File: src/rtl/modclk_rst_ctrl_pkg.sv
`timescale 1ns/1ps
package modclk_rst_ctrl_pkg;

  localparam int unsigned ADDR_W   = 12;
  localparam int unsigned DATA_W   = 32;
  localparam int unsigned CTRL_W   = 16;

  localparam logic [ADDR_W-1:0] CLK_CTRL_BASE = 12'h600;
  localparam logic [ADDR_W-1:0] CLK_MON_BASE  = 12'h800;
  localparam logic [ADDR_W-1:0] RST_CTRL_BASE = 12'h900;
  localparam logic [ADDR_W-1:0] RST_MON_BASE  = 12'hA00;

  typedef enum logic [2:0] {
    BANK_NONE,
    BANK_CLK_CTRL,
    BANK_CLK_MON,
    BANK_RST_CTRL,
    BANK_RST_MON
  } bank_e;

endpackage

File: src/rtl/modclk_rst_addr_dec.sv
`timescale 1ns/1ps
module modclk_rst_addr_dec
  import modclk_rst_ctrl_pkg::*;
#(
  parameter int unsigned CLK_WORDS = 2,
  parameter int unsigned RST_WORDS = 2,
  parameter int unsigned IDX_W     = 1
) (
  input  logic [ADDR_W-1:0] addr_i,
  output bank_e             bank_o,
  output logic [IDX_W-1:0]  idx_o
);

  localparam logic [ADDR_W-3:0] CLK_LIM = (ADDR_W-2)'(CLK_WORDS);
  localparam logic [ADDR_W-3:0] RST_LIM = (ADDR_W-2)'(RST_WORDS);

  logic [ADDR_W-1:0] off_cc;
  logic [ADDR_W-1:0] off_cm;
  logic [ADDR_W-1:0] off_rc;
  logic [ADDR_W-1:0] off_rm;
  logic              hit_cc;
  logic              hit_cm;
  logic              hit_rc;
  logic              hit_rm;

  // Each bank hit needs: at or above its base, word aligned, word index in range.
  always_comb begin
    off_cc = addr_i - CLK_CTRL_BASE;
    off_cm = addr_i - CLK_MON_BASE;
    off_rc = addr_i - RST_CTRL_BASE;
    off_rm = addr_i - RST_MON_BASE;
    hit_cc = (addr_i >= CLK_CTRL_BASE) && (off_cc[1:0] == 2'b00) && (off_cc[ADDR_W-1:2] < CLK_LIM);
    hit_cm = (addr_i >= CLK_MON_BASE)  && (off_cm[1:0] == 2'b00) && (off_cm[ADDR_W-1:2] < CLK_LIM);
    hit_rc = (addr_i >= RST_CTRL_BASE) && (off_rc[1:0] == 2'b00) && (off_rc[ADDR_W-1:2] < RST_LIM);
    hit_rm = (addr_i >= RST_MON_BASE)  && (off_rm[1:0] == 2'b00) && (off_rm[ADDR_W-1:2] < RST_LIM);
  end

  always_comb begin
    bank_o = BANK_NONE;
    idx_o  = '0;
    if (hit_cc) begin
      bank_o = BANK_CLK_CTRL;
      idx_o  = off_cc[IDX_W+1:2];
    end else if (hit_cm) begin
      bank_o = BANK_CLK_MON;
      idx_o  = off_cm[IDX_W+1:2];
    end else if (hit_rc) begin
      bank_o = BANK_RST_CTRL;
      idx_o  = off_rc[IDX_W+1:2];
    end else if (hit_rm) begin
      bank_o = BANK_RST_MON;
      idx_o  = off_rm[IDX_W+1:2];
    end
  end

endmodule

File: src/rtl/modclk_rst_ctrl_bank.sv
`timescale 1ns/1ps
module modclk_rst_ctrl_bank
  import modclk_rst_ctrl_pkg::*;
#(
  parameter int unsigned WORDS = 2,
  parameter int unsigned IDX_W = 1
) (
  input  logic                    clk,
  input  logic                    rst_n,
  input  logic                    wr_i,
  input  logic [IDX_W-1:0]        idx_i,
  input  logic [DATA_W-1:0]       wdata_i,
  output logic [WORDS*CTRL_W-1:0] bits_o
);

  logic [CTRL_W-1:0] mask;
  logic [CTRL_W-1:0] val;

  assign mask = wdata_i[DATA_W-1:CTRL_W];
  assign val  = wdata_i[CTRL_W-1:0];

  for (genvar w = 0; w < WORDS; w++) begin : g_word
    logic              sel;
    logic [CTRL_W-1:0] word_q;
    logic [CTRL_W-1:0] word_d;

    assign sel = wr_i && (idx_i == IDX_W'(w));

    // Merge: selected bits take the new value, the rest hold.
    always_comb begin
      word_d = (word_q & ~mask) | (val & mask);
    end

    always_ff @(posedge clk or negedge rst_n) begin
      if (!rst_n) begin
        word_q <= '0;
      end else if (sel) begin
        word_q <= word_d;
      end
    end

    assign bits_o[w*CTRL_W +: CTRL_W] = word_q;
  end

endmodule

File: src/rtl/modclk_rst_settle_mon.sv
`timescale 1ns/1ps
module modclk_rst_settle_mon #(
  parameter int unsigned     WIDTH   = 32,
  parameter int unsigned     SETTLE  = 8,
  parameter logic [WIDTH-1:0] PRESENT = '1,
  parameter logic            RST_VAL = 1'b0
) (
  input  logic             clk,
  input  logic             rst_n,
  input  logic [WIDTH-1:0] target_i,
  output logic [WIDTH-1:0] mon_o
);

  localparam int unsigned      CNT_W = (SETTLE > 1) ? $clog2(SETTLE) : 1;
  localparam logic [CNT_W-1:0] LAST  = CNT_W'(SETTLE - 1);

  for (genvar i = 0; i < WIDTH; i++) begin : g_bit
    if (PRESENT[i]) begin : g_mon
      logic [CNT_W-1:0] cnt_q;
      logic [CNT_W-1:0] cnt_d;
      logic             mon_q;
      logic             mon_d;
      logic             busy;

      assign busy = (target_i[i] != mon_q);

      // Count while the target differs; any agreement restarts the count.
      always_comb begin
        cnt_d = '0;
        mon_d = mon_q;
        if (busy) begin
          if (cnt_q == LAST) begin
            mon_d = target_i[i];
          end else begin
            cnt_d = cnt_q + 1'b1;
          end
        end
      end

      always_ff @(posedge clk or negedge rst_n) begin
        if (!rst_n) begin
          cnt_q <= '0;
          mon_q <= RST_VAL;
        end else begin
          cnt_q <= cnt_d;
          mon_q <= mon_d;
        end
      end

      assign mon_o[i] = mon_q;
    end else begin : g_none
      logic unused_tgt;
      assign unused_tgt = target_i[i];
      assign mon_o[i]   = 1'b0;
    end
  end

endmodule

File: src/rtl/modclk_rst_ctrl.sv
`timescale 1ns/1ps
module modclk_rst_ctrl
  import modclk_rst_ctrl_pkg::*;
#(
  parameter int unsigned CLK_WORDS = 2,
  parameter int unsigned RST_WORDS = 2,
  parameter int unsigned SETTLE    = 8,
  parameter logic [CLK_WORDS*16-1:0] CLK_MON_PRESENT = ~((CLK_WORDS*16)'(32'h0000_8000))
) (
  input  logic                    clk,
  input  logic                    rst_n,
  input  logic [11:0]             bus_addr,
  input  logic                    bus_wr,
  input  logic [31:0]             bus_wdata,
  output logic [31:0]             bus_rdata,
  output logic [CLK_WORDS*16-1:0] clk_en_o,
  output logic [RST_WORDS*16-1:0] rst_n_o
);

  localparam int unsigned CLK_BITS  = CLK_WORDS * CTRL_W;
  localparam int unsigned RST_BITS  = RST_WORDS * CTRL_W;
  localparam int unsigned MAX_WORDS = (CLK_WORDS > RST_WORDS) ? CLK_WORDS : RST_WORDS;
  localparam int unsigned IDX_W     = (MAX_WORDS > 1) ? $clog2(MAX_WORDS) : 1;

  // Reset: asserted asynchronously, released after two clock edges.
  logic rst_sync_q1;
  logic rst_sync_q2;

  always_ff @(posedge clk or negedge rst_n) begin
    if (!rst_n) begin
      rst_sync_q1 <= 1'b0;
      rst_sync_q2 <= 1'b0;
    end else begin
      rst_sync_q1 <= 1'b1;
      rst_sync_q2 <= rst_sync_q1;
    end
  end

  logic rst_int_n;
  assign rst_int_n = rst_sync_q2;

  bank_e             bank;
  logic [IDX_W-1:0]  idx;
  logic              wr_clk;
  logic              wr_rst;
  logic [CLK_BITS-1:0] clk_ctrl;
  logic [RST_BITS-1:0] rst_ctrl;
  logic [CLK_BITS-1:0] clk_mon;
  logic [RST_BITS-1:0] rst_mon;
  logic [CTRL_W-1:0]   rd_word;

  modclk_rst_addr_dec #(
    .CLK_WORDS (CLK_WORDS),
    .RST_WORDS (RST_WORDS),
    .IDX_W     (IDX_W)
  ) u_dec (
    .addr_i (bus_addr),
    .bank_o (bank),
    .idx_o  (idx)
  );

  assign wr_clk = bus_wr && (bank == BANK_CLK_CTRL);
  assign wr_rst = bus_wr && (bank == BANK_RST_CTRL);

  modclk_rst_ctrl_bank #(
    .WORDS (CLK_WORDS),
    .IDX_W (IDX_W)
  ) u_clk_bank (
    .clk     (clk),
    .rst_n   (rst_int_n),
    .wr_i    (wr_clk),
    .idx_i   (idx),
    .wdata_i (bus_wdata),
    .bits_o  (clk_ctrl)
  );

  modclk_rst_ctrl_bank #(
    .WORDS (RST_WORDS),
    .IDX_W (IDX_W)
  ) u_rst_bank (
    .clk     (clk),
    .rst_n   (rst_int_n),
    .wr_i    (wr_rst),
    .idx_i   (idx),
    .wdata_i (bus_wdata),
    .bits_o  (rst_ctrl)
  );

  modclk_rst_settle_mon #(
    .WIDTH   (CLK_BITS),
    .SETTLE  (SETTLE),
    .PRESENT (CLK_MON_PRESENT),
    .RST_VAL (1'b0)
  ) u_clk_mon (
    .clk      (clk),
    .rst_n    (rst_int_n),
    .target_i (clk_ctrl),
    .mon_o    (clk_mon)
  );

  // A reset monitor reads 1 while the reset is applied, so it tracks the inverse.
  modclk_rst_settle_mon #(
    .WIDTH   (RST_BITS),
    .SETTLE  (SETTLE),
    .PRESENT ({RST_BITS{1'b1}}),
    .RST_VAL (1'b1)
  ) u_rst_mon (
    .clk      (clk),
    .rst_n    (rst_int_n),
    .target_i (~rst_ctrl),
    .mon_o    (rst_mon)
  );

  always_comb begin
    rd_word = '0;
    unique case (bank)
      BANK_CLK_CTRL: rd_word = clk_ctrl[int'(idx)*CTRL_W +: CTRL_W];
      BANK_CLK_MON:  rd_word = clk_mon[int'(idx)*CTRL_W +: CTRL_W];
      BANK_RST_CTRL: rd_word = rst_ctrl[int'(idx)*CTRL_W +: CTRL_W];
      BANK_RST_MON:  rd_word = rst_mon[int'(idx)*CTRL_W +: CTRL_W];
      default:       rd_word = '0;
    endcase
  end

  assign bus_rdata = {{(DATA_W-CTRL_W){1'b0}}, rd_word};
  assign clk_en_o  = clk_ctrl;
  assign rst_n_o   = rst_ctrl;

endmodule

File: config.mk
export PLATFORM = sky130hd
export DESIGN_NAME = modclk_rst_ctrl
export DESIGN_NICKNAME = d
export VERILOG_FILES = /design/src/rtl/modclk_rst_ctrl_pkg.sv /design/src/rtl/modclk_rst_addr_dec.sv /design/src/rtl/modclk_rst_ctrl_bank.sv /design/src/rtl/modclk_rst_settle_mon.sv /design/src/rtl/modclk_rst_ctrl.sv
export SDC_FILE = /design/constraint.sdc
export NUM_CORES = 1
export LEC_CHECK = 0
export BUFFER_PORTS_ARGS = -buffer_cell sky130_fd_sc_hd__buf_2
export CAP_MARGIN = 25
export CORE_ASPECT_RATIO = 1.5
export CORE_MARGIN = 2
export CORE_UTILIZATION = 30
export DETAILED_ROUTE_END_ITERATION = 12
export PLACE_DENSITY_LB_ADDON = 0.08
export REMOVE_ABC_BUFFERS = 1
export SLEW_MARGIN = 40
export SYNTH_ARGS = -nofsm -noshare
export SYNTH_HDL_FRONTEND = slang
export SYNTH_SLANG_ARGS = --single-unit
File: constraint.sdc
create_clock -name clk -period 10.1 [get_ports clk]
set_input_delay 0.505 -clock clk [delete_from_list [all_inputs] [get_ports clk]]
set_output_delay 0.505 -clock clk [all_outputs]
set_load 0.05 [all_outputs]
[Yosys cells after proc, flatten, opt, wreduce, memory -nomap -nowiden]
Cells that the tools add are included.
Storage, ports and cells
  output and inout bits: 96
  register bits after elaboration: 318
  bits of input ports: 47
Cells by class
  $add $sub $neg: 67
  shift operators: 4
  multiplexer cells: 135
  reduce and logical (&&, ||, !) cells: 81
  order comparisons: 8
  eq/ne operators: 130
  bitwise operators: 12
Operators with widths (number)
  two-way mux 3 bit: 130
  == test 3 bit, second input constant: 64
  adder 3 x 1 -> 3 bit, second input constant: 63
  indexed part select 32 x 6 -> 16 bit: 4
  AND reduction 2 bit: 63
  AND 16 bit: 5
  bitwise OR 16 bit: 4
  one-hot mux 16 bit (4 select lines): 1
  != test 1 bit: 63
  less-than comparator 10 x 2 -> 1 bit, second input constant: 4
  greater-or-equal comparator 12 bit, second input constant: 3
  subtractor 12 bit, second input constant: 3
  inverter 32 bit: 1
  inverter 16 bit: 1
  logical AND 1 bit: 14
  greater-or-equal comparator 12 x 11 -> 1 bit, second input constant: 1
  subtractor 12 x 11 -> 12 bit, second input constant: 1
  logical NOT 2 bit: 4
  == test 3 x 2 -> 1 bit, second input constant: 2
  two-way mux 1 bit: 4
  == test 3 x 1 -> 1 bit, second input constant: 1
  inverter 1 bit: 1

[Logic depth before layout (Yosys ltp)]
Gate-level depths: netlist of run 1.
  word-level depth: 11
  depth in mapped cells: 9
  mapped depth without buffers: 7

[Modules after synthesis]
From an unflattened synthesis of run 1, not the netlist that was laid out.
Second synthesis, totals
  cell total of the unflattened synthesis: 1282
  area total of the unflattened synthesis: 16114.2 um^2
Modules (own cells, without submodules)
  modclk_rst_settle_mon (u_rst_mon): seq. area each 3243.1 um^2, times used 1, area an instance 5771.8 um^2, cells an instance 384
  modclk_rst_settle_mon (u_clk_mon): seq. area each 3103.0 um^2, times used 1, area an instance 5555.3 um^2, cells an instance 374
  modclk_rst_ctrl_bank: seq. area each 800.8 um^2, times used 2, area an instance 1428.9 um^2, cells an instance 102
  modclk_rst_ctrl: seq. area each 50.0 um^2, times used 1, area an instance 1730.4 um^2, cells an instance 292
  modclk_rst_addr_dec: seq. area each 0.0 um^2, times used 1, area an instance 198.9 um^2, cells an instance 28

[Worst setup path before layout of run 1]
OpenSTA, ideal clock, no wires.
  path kind: in2out
  start: in bus_addr[4]
  end: out bus_rdata[11]
  stages: 7
  path slack: 6.197 ns
  required time: 9.595 ns
  data arrival time: 3.398 ns
  path buffers: 2
  cells stage by stage: or3_1 -> or4_1 -> buf_2 -> clkbuf_1 -> o221ai_1 -> o21ai_0 -> a221oi_1
Between the ends
  word-level cells in the longest chain between the ends: 9
RTL lines
  from (decl): RTL line modclk_rst_ctrl.sv:12  | input logic [11:0] bus_addr,
  subtractor 12 bit or greater-or-equal comparator 12 bit (tied branches): RTL line modclk_rst_addr_dec.sv:31, modclk_rst_addr_dec.sv:35
  less-than comparator 10 x 2 -> 1 bit or logical AND 1 bit (tied branches): RTL line modclk_rst_addr_dec.sv:35  | hit_rm = (addr_i >= RST_MON_BASE) && (off_rm[1:0] == 2'b00) && (off_rm[ADDR_W-1:2] < RST_LIM);
  logical AND 1 bit: RTL line modclk_rst_addr_dec.sv:35
  two-way mux 1 bit or two-way mux 3 bit (tied branches): RTL line modclk_rst_addr_dec.sv:50  | end else if (hit_rm) begin
  two-way mux 1 bit or two-way mux 3 bit (tied branches): RTL line modclk_rst_addr_dec.sv:47  | end else if (hit_rc) begin
  two-way mux 1 bit or two-way mux 3 bit (tied branches): RTL line modclk_rst_addr_dec.sv:44  | end else if (hit_cm) begin
  two-way mux 1 bit or two-way mux 3 bit (tied branches): RTL line modclk_rst_addr_dec.sv:41  | if (hit_cc) begin
  indexed part select 32 x 6 -> 16 bit (tied with other cells): RTL line modclk_rst_ctrl.sv:120  | BANK_RST_MON: rd_word = rst_mon[int'(idx)*CTRL_W +: CTRL_W];
  one-hot mux 16 bit (4 select lines) *: RTL line modclk_rst_ctrl.sv:116  | unique case (bank)
  to (decl): RTL line modclk_rst_ctrl.sv:15  | output logic [31:0] bus_rdata,
Every way passes the cells marked *; elsewhere a longest branch is shown, timed or not.

[Worst setup path in the final report of run 1]
  start: in bus_addr[8]
  end: out bus_rdata[2]
The elaborated chain is that of the path after synthesis.

==> summary.md, run 1 <==
| Metric | Value |
|---|---|
| Worst hold path class | `primary input to flip-flop` |
| Core region area | `between 40,000 and 50,000 um2` |
| Initial core utilization | `30.37%` |
| First drt pass iteration count | `4` |
| RSZ-0062 raised after global routing | `false` |
| Routability cong. | `slightly above 0.7` |
| Avg Cell Area, Syn | `12.26 um2` |
| Synth Area in Simple Gates | `13.88%` |
| Pre-CTS setup slack | `approximately 5.8 ns` |
| Register area share after synthesis | `a little under three fifths` |
| Fin crit share | `around 42%` |
| Max_slew headroom | `41.92%` |
| Xor/xnor share of the synthesized area | `around 3.8%` |
| Worst-path clk slew | `roughly 0.060 ns` |
| Total grt overflow | `0` |
| DR iter-0 viols | `346` |
| Buf/Inv on CP | `4` |
| Maximum vdd ir drop | `between 100 and 150 uV` |
| Initial antenna violation count | `0` |
| Number of flops mapped to enable cells by yosys | `0` |
| Cells after DPL | `approximately 1,900` |
| H-tree level count | `2` |
| Area occupied by multi-input gates | `about 6200 um2` |
| Ys async rst share | `100.0%` |
| Crit path from | `bus_addr[8]` |
| Total CTS buffers | `35` |
| Layout cell share with drive strength beyond 1 | `a little under a quarter` |
| Area growth syn-to-layout | `17.81%` |
| Largest family of logic cells by synthesized area | `simple AND/OR/NAND/NOR gates` |
| RR Startpoint | `rst_int_n` |
| Status | `completed` |
| Total Power | `around 2.7 mW` |
| Clock latency on the worst-skew pair | `0.52 ns` |
| PwrDens | `approximately 160 nW/um2` |
| Seq. cell area | `roughly 8000 um2` |
| Clk root buf | `clkbuf_16` |
| CTS tree | `built` |
| Worst hold slack | `~0.25 ns` |
| CP Max Fanout | `38` |
| Largest net degree at the start of global routing | `around 140` |
| Post-cts repair resize count | `0` |
| Clock sinks | `318` |
| Cell area after synthesis | `14,490 um2` |
| Total Routing Usage GR | `about 15%` |
| Routed Wire Length | `roughly 36,000 um` |
| Die outline width | `183.4 um` |
| Post-Layout Cell Count | `between 1,500 and 2,000` |
| Class of the most critical setup path | `primary input to output pin` |
| Max_cap viols | `0` |
| Row Count | `98` |
| Post-synth cell types | `50` |
| Most common cell after layout, fill and taps aside | `dfrtp_1` |
| DR vias/cell | `approximately 4.7` |
| Die ar. | `between 50,000 and 60,000 um2` |
| Setup TNS | `0 ns` |
| Remaining antenna violation count | `0` |
| CP delay by family, top | `simple AND/OR/NAND/NOR gates` |
| #FFs+latches synth | `approximately 320` |
| Vias post-DR | `9,207` |
| FF-to-FF End | `u_rst_mon.g_bit[7].g_mon.cnt_q[2]` |
| Remaining DRCs | `0` |
| Slowest-stage cell, CP | `nor4_4` |
| Worst setup EP type | `output pin` |
| Die Y | `273.1 um` |
| Final setup viols | `0` |
| Synth warnings | `0` |
| Fmax | `0.2347 GHz` |
| Post-route setup slack | `between 5 and 6 ns` |
| Max stage delay on crit path | `between 0.7 and 0.8 ns` |
| First-pass GRT wire length | `~57,000 um` |
| I/O Buffers | `about 130` |
| Final hold viol count | `0` |
| I/O pins | `roughly 140` |
| Critical path arrival | `approximately 3.8 ns` |
| Synth Area in Adders | `between 10 and 15%` |
| Most frequent cells in the layout | `dfrtp_1, ha_1, buf_2` |
| Worst EP required | `9.60 ns` |
| Cell depth of the worst min-delay path | `2` |
| Syn Inst Count | `~1,200` |
| HP Start | `bus_wdata[2]` |
| Antenna Diode Count | `0` |
| Reg2reg setup slack | `7.82 ns` |
| Final Max Slew Viols | `0` |
| Max clock buf depth | `3` |
| Layout filler cell count | `about 4,700` |
| Worst Max-Slew Pin Slew | `about 0.86 ns` |
| Leakage | `a little under 9 nW` |
| Min cycle time layout | `~4.3 ns` |
| Post-DP HPWL | `25,060 um` |
| Post-synthesis mux area share | `between 7 and 8%` |
| CP Launch Type | `primary input` |
| Worst R2R Path Depth | `3` |
| Critical path cell sequence | `buf_2, buf_4, or4b_1, nor4_4, buf_4, a21o_1, a221oi_1, a221oi_1, buf_2` |
| Nets@finish | `1,516` |
| Drt wl/cell | `roughly 18 um` |
| Fin Clk Skew | `0.01370 ns` |
| Main synth FF type | `dfrtp_1` |
| Vias in the first global route | `9,779` |
| Compound-Gate Fraction of Synth Area | `roughly 5.7%` |
-- what timing repair did --
item,4_1_cts,5_1_grt
setup endpoints to repair,0,0
hold buffers,1,0
buffers inserted,0,0
hold endpoints to repair,2,0
-- layer usage --
| layer | global-route usage (%) | vias to the layer above | share of wire, % |
|---|---|---|---|
| met5 | 0 | - | 0 |
| met4 | 4.105 | 0 | 2.0 |
| met3 | 2.625 | 42 | 4.3 |
| met2 | 26.68 | 150 | 52 |
| met1 | 18.57 | 4556 | 42 |
| li1 | - | 4459 | - |
-- layout make-up --
type | count | share of cell area [%]
Sequential cell | 318 | 46.88
Multi-Input combinational cell | 799 | 36.28
Clock buffer | 60 | 6.518
Timing Repair Buffer | 145 | 4.780
Tap cell | 600 | 4.399
Inverter | 41 | 0.9018
Clock inverter | 3 | 0.2346
-- worst max path at each step --
| stage | cells past startpoint | to | slack [ns] |
|---|---|---|---|
| after global routing | 9 | bus_rdata[2] | 5.73 |
| after CTS | 9 | bus_rdata[2] | 5.81 |
| after detailed placement | 9 | bus_rdata[2] | 5.81 |
| after global placement | 9 | bus_rdata[2] | 5.81 |
| final | 9 | bus_rdata[2] | 5.84 |
| after floorplan | 0 | async pin | 0.64 |
-- per-stage QoR --
step	cell area [um2]	util, %
floorplan	14310	-
global placement	15850	33.24
detailed placement	15870	33.28
CTS	17040	35.71
global route	17070	35.78
finish	17070	35.78
-- cell usage after synthesis, types with 3 or more instances --
cell type,number,area [um2]
a21o_1,5,37.54
a21oi_1,32,160.2
a221oi_1,22,192.7
a31oi_1,14,87.58
a32oi_1,9,78.83
and2_1,20,125.1
buf_2,3,15.01
buf_4,18,135.1
clkbuf_1,14,52.55
dfrtp_1,286,7157
dfstp_2,32,840.8
ha_1,129,1614
inv_1,41,153.9
mux2_1,12,135.1
mux2_2,83,934.7
nand2_1,102,382.9
nor2_1,60,225.2
nor2b_1,45,281.5
nor3_1,60,300.3
nor3_4,4,65.06
nor3b_1,64,480.5
o21ai_0,15,75.07
o221ai_1,14,122.6
xnor2_1,37,324.1
xor2_1,26,227.7
-- where the power goes --
group	internal (mW)	leakage, nW	total, mW	switching, mW
clock network	0.772	0.565	1.29	0.522
registers	1.28	4.33	1.28	0.00558
logic	0.0179	3.76	0.0822	0.0642
-- cells by family (layout without fill, tap and decap cells) --
kind of cell / Yosys count / count (layout)
AO/OA/AOI/OAI: 119 / 119
AND/OR/NAND/NOR: 374 / 374
multiplexers: 97 / 97
XOR/XNOR: 63 / 63
other: 2 / 17
buffers and inverters: 80 / 249
adder cells (fa/ha/maj): 129 / 129
flip-flops: 318 / 318
(Power assumes the default switching activity.)
==> run 2, diff against run 1 <==
- clock period: 10.1 -> 4.2 ns (I/O delays scaled with it)
==> run 2 against run 1 <==
Utilization increased by 1.1 points. Design area increased by 3.0%. Routed wire length increased by 3.3%. Die area unchanged. Flip-flop and latch count unchanged. Worst hold slack got worse by 0.22 ns.
==> summary.md, run 2 (synthesis gave the netlist of run 1 again) <==
| Metric | Value |
|---|---|
| Largest net degree at the start of global routing | `86 (-37%)` |
| Fin crit share | `approximately 78%` |
| Die outline width | `183.4 um (unchanged)` |
| First drt pass iteration count | `5 (+1)` |
| Worst EP required | `3.99 ns (-5.61 ns)` |
| Routed Wire Length | `37,350 um (+3.3%)` |
| DR vias/cell | `4.705 (+0.47%)` |
| Final Max Slew Viols | `0 (unchanged)` |
| Max clock buf depth | `3 (unchanged)` |
| Post-CTS setup buffers | `0 (unchanged)` |
| Max_cap viols | `0 (unchanged)` |
| Most common cell after layout, fill and taps aside | `dfrtp_1` |
| Vias in the first global route | `9,967 (+1.9%)` |
| Clk root buf | `clkbuf_16` |
| Maximum vdd ir drop | `209.5 uV (+84%)` |
| Die Y | `273.1 um (unchanged)` |
| Total Routing Usage GR | `15.48% (+0.49 points)` |
| CP Max Fanout | `10 (-74%)` |
| Layout cell share with drive strength beyond 1 | `23.48% (-0.16 points)` |
| Post-DP HPWL | `26,080 um (+4.0%)` |
| Critical path arrival | `3.05 ns (-0.71 ns)` |
| RSZ-0062 raised after global routing | `false` |
| Remaining DRCs | `0 (unchanged)` |
| I/O pins | `143 (unchanged)` |
| I/O Buffers | `126 (unchanged)` |
| Final hold viol count | `0 (unchanged)` |
| CTS tree | `built` |
| Leakage | `8.918 nW (+3.1%)` |
| First-pass GRT wire length | `59,040 um (+2.7%)` |
| Initial antenna violation count | `2 (+2)` |
| Total Power | `6.507 mW (+140%)` |
| Class of the most critical setup path | `primary input to output pin` |
| Post-cts repair resize count | `0 (unchanged)` |
| Final setup viols | `0 (unchanged)` |
| Clock latency on the worst-skew pair | `0.54 ns (+0.02 ns)` |
| Vias post-DR | `9,500 (+3.2%)` |
| PwrDens | `370.1 nW/um2 (+140%)` |
| Clock sinks | `318 (unchanged)` |
| Fin util | `36.86% (+1.1 points)` |
| Status | `completed` |
| Total CTS buffers | `37 (+5.7%)` |
| Worst hold path class | `primary input to flip-flop` |
| Fmax | `roughly 0.31 GHz` |
| Drt wl/cell | `18.50 um (+0.63%)` |
| Area growth syn-to-layout | `21.37%` |
| H-tree level count | `2 (unchanged)` |
| DR iter-0 viols | `484 (+40%)` |
| Initial core utilization | `30.37% (unchanged)` |
| Remaining antenna violation count | `0 (unchanged)` |
| Row Count | `98 (unchanged)` |
| Worst Max-Slew Pin Slew | `0.6936 ns (-0.1711 ns)` |
| Post-CTS Hold Fix Bufs | `42 (+41)` |
| Most frequent cells in the layout | `dfrtp_1, ha_1, buf_2` |
| Worst setup EP type | `output pin` |
| Die ar. | `50,100 um2 (unchanged)` |
| Min cycle time layout | `around 3.3 ns` |
| Post-Layout Cell Count | `2,019 (+2.7%)` |
| Total grt overflow | `0 (unchanged)` |
| Core region area | `47,700 um2 (unchanged)` |
| Cells after DPL | `1,910 (+0.47%)` |
| CP Launch Type | `primary input` |
| Worst-path clk slew | `0.06 ns (about the same)` |
| Routability cong. | `0.7388 (+1.9%)` |
| Nets@finish | `1,567 (+3.4%)` |
| Max_slew headroom | `53.76% (+12 points)` |
| Fin Clk Skew | `0.01729 ns (+0.003587 ns)` |
## run 2: cell types whose count changed in the layout (fill, tap and decap cells not counted), moves of 2 or more
| cell | change |
|---|---|
| buf_12 | +3 |
| buf_4 | +8 |
| buf_6 | -2 |
| clkbuf_16 | +2 |
| clkbuf_8 | -2 |
| dlygate4sd3_1 | +41 |
| inv_6 | +2 |
## run 2: per-layer routing
metal | track usage [%] | up-vias | share of wire (%)
met3 | 3.105 | 55 | 5.1
met2 | 26.84 | 193 | 51
met1 | 19.13 | 4684 | 41
li1 | - | 4566 | -
met4 | 5.200 | 2 | 2.8
met5 | 0 | - | 0.029
## run 2: final cells by class
class,instances,area [um2]
Antenna cell,1,2.502
Clock buffer,60,1135
Clock inverter,6,62.56
Fill cell,4646,30120
Inverter,41,153.9
Multi-Input combinational cell,799,6180
Sequential cell,318,8001
Tap cell,600,750.7
Timing Repair Buffer,194,1296
## run 2: final timing paths
check / cells after the start / to / startpoint / slack, ns
setup / recovery: 8 / bus_rdata[15] / bus_addr[4] / 0.94
max in group asynchronous: 1 / async pin / rst_int_n / 2.84
min in group asynchronous: 0 / async pin / rst_int_n / 0.32
hold / removal: 3 / flip-flop / bus_wdata[20] / 0.02
setup reg to reg: 2 / flip-flop / flip-flop / 2.76
hold reg to reg: 0 / async pin / rst_int_n / 0.32
## run 2: critical path, cell delays in order
cell,delay [ns]
buf_2,0.10
or3_1,0.54
or4_1,0.88
buf_4,0.34
a21oi_1,0.18
o31ai_1,0.11
a221oi_2,0.34
buf_2,0.33
## run 2: stage by stage
step | setup TNS, ns | cell area (um2) | hold slack [ns] | setup WS, ns
2_1_floorplan | -1578.76 | 14310 | -0.08559 | -5.263
3_3_place_gp | 0 | 15960 | -0.001229 | 0.8863
3_5_place_dp | 0 | 15960 | 0.001917 | 0.8586
4_1_cts | 0 | 17580 | 0.001008 | 0.8538
5_1_grt | 0 | 17580 | 0.02245 | 0.7637
6_report | 0 | 17580 | 0.02454 | 0.9386
## run 2: power breakdown
part	switching (mW)	internal, mW	leakage [nW]
Sequential	0.0113	3.07	4.33
Combinational	0.160	0.0606	4.00
Clock	1.30	1.91	0.588
Total	1.47	5.04	8.92
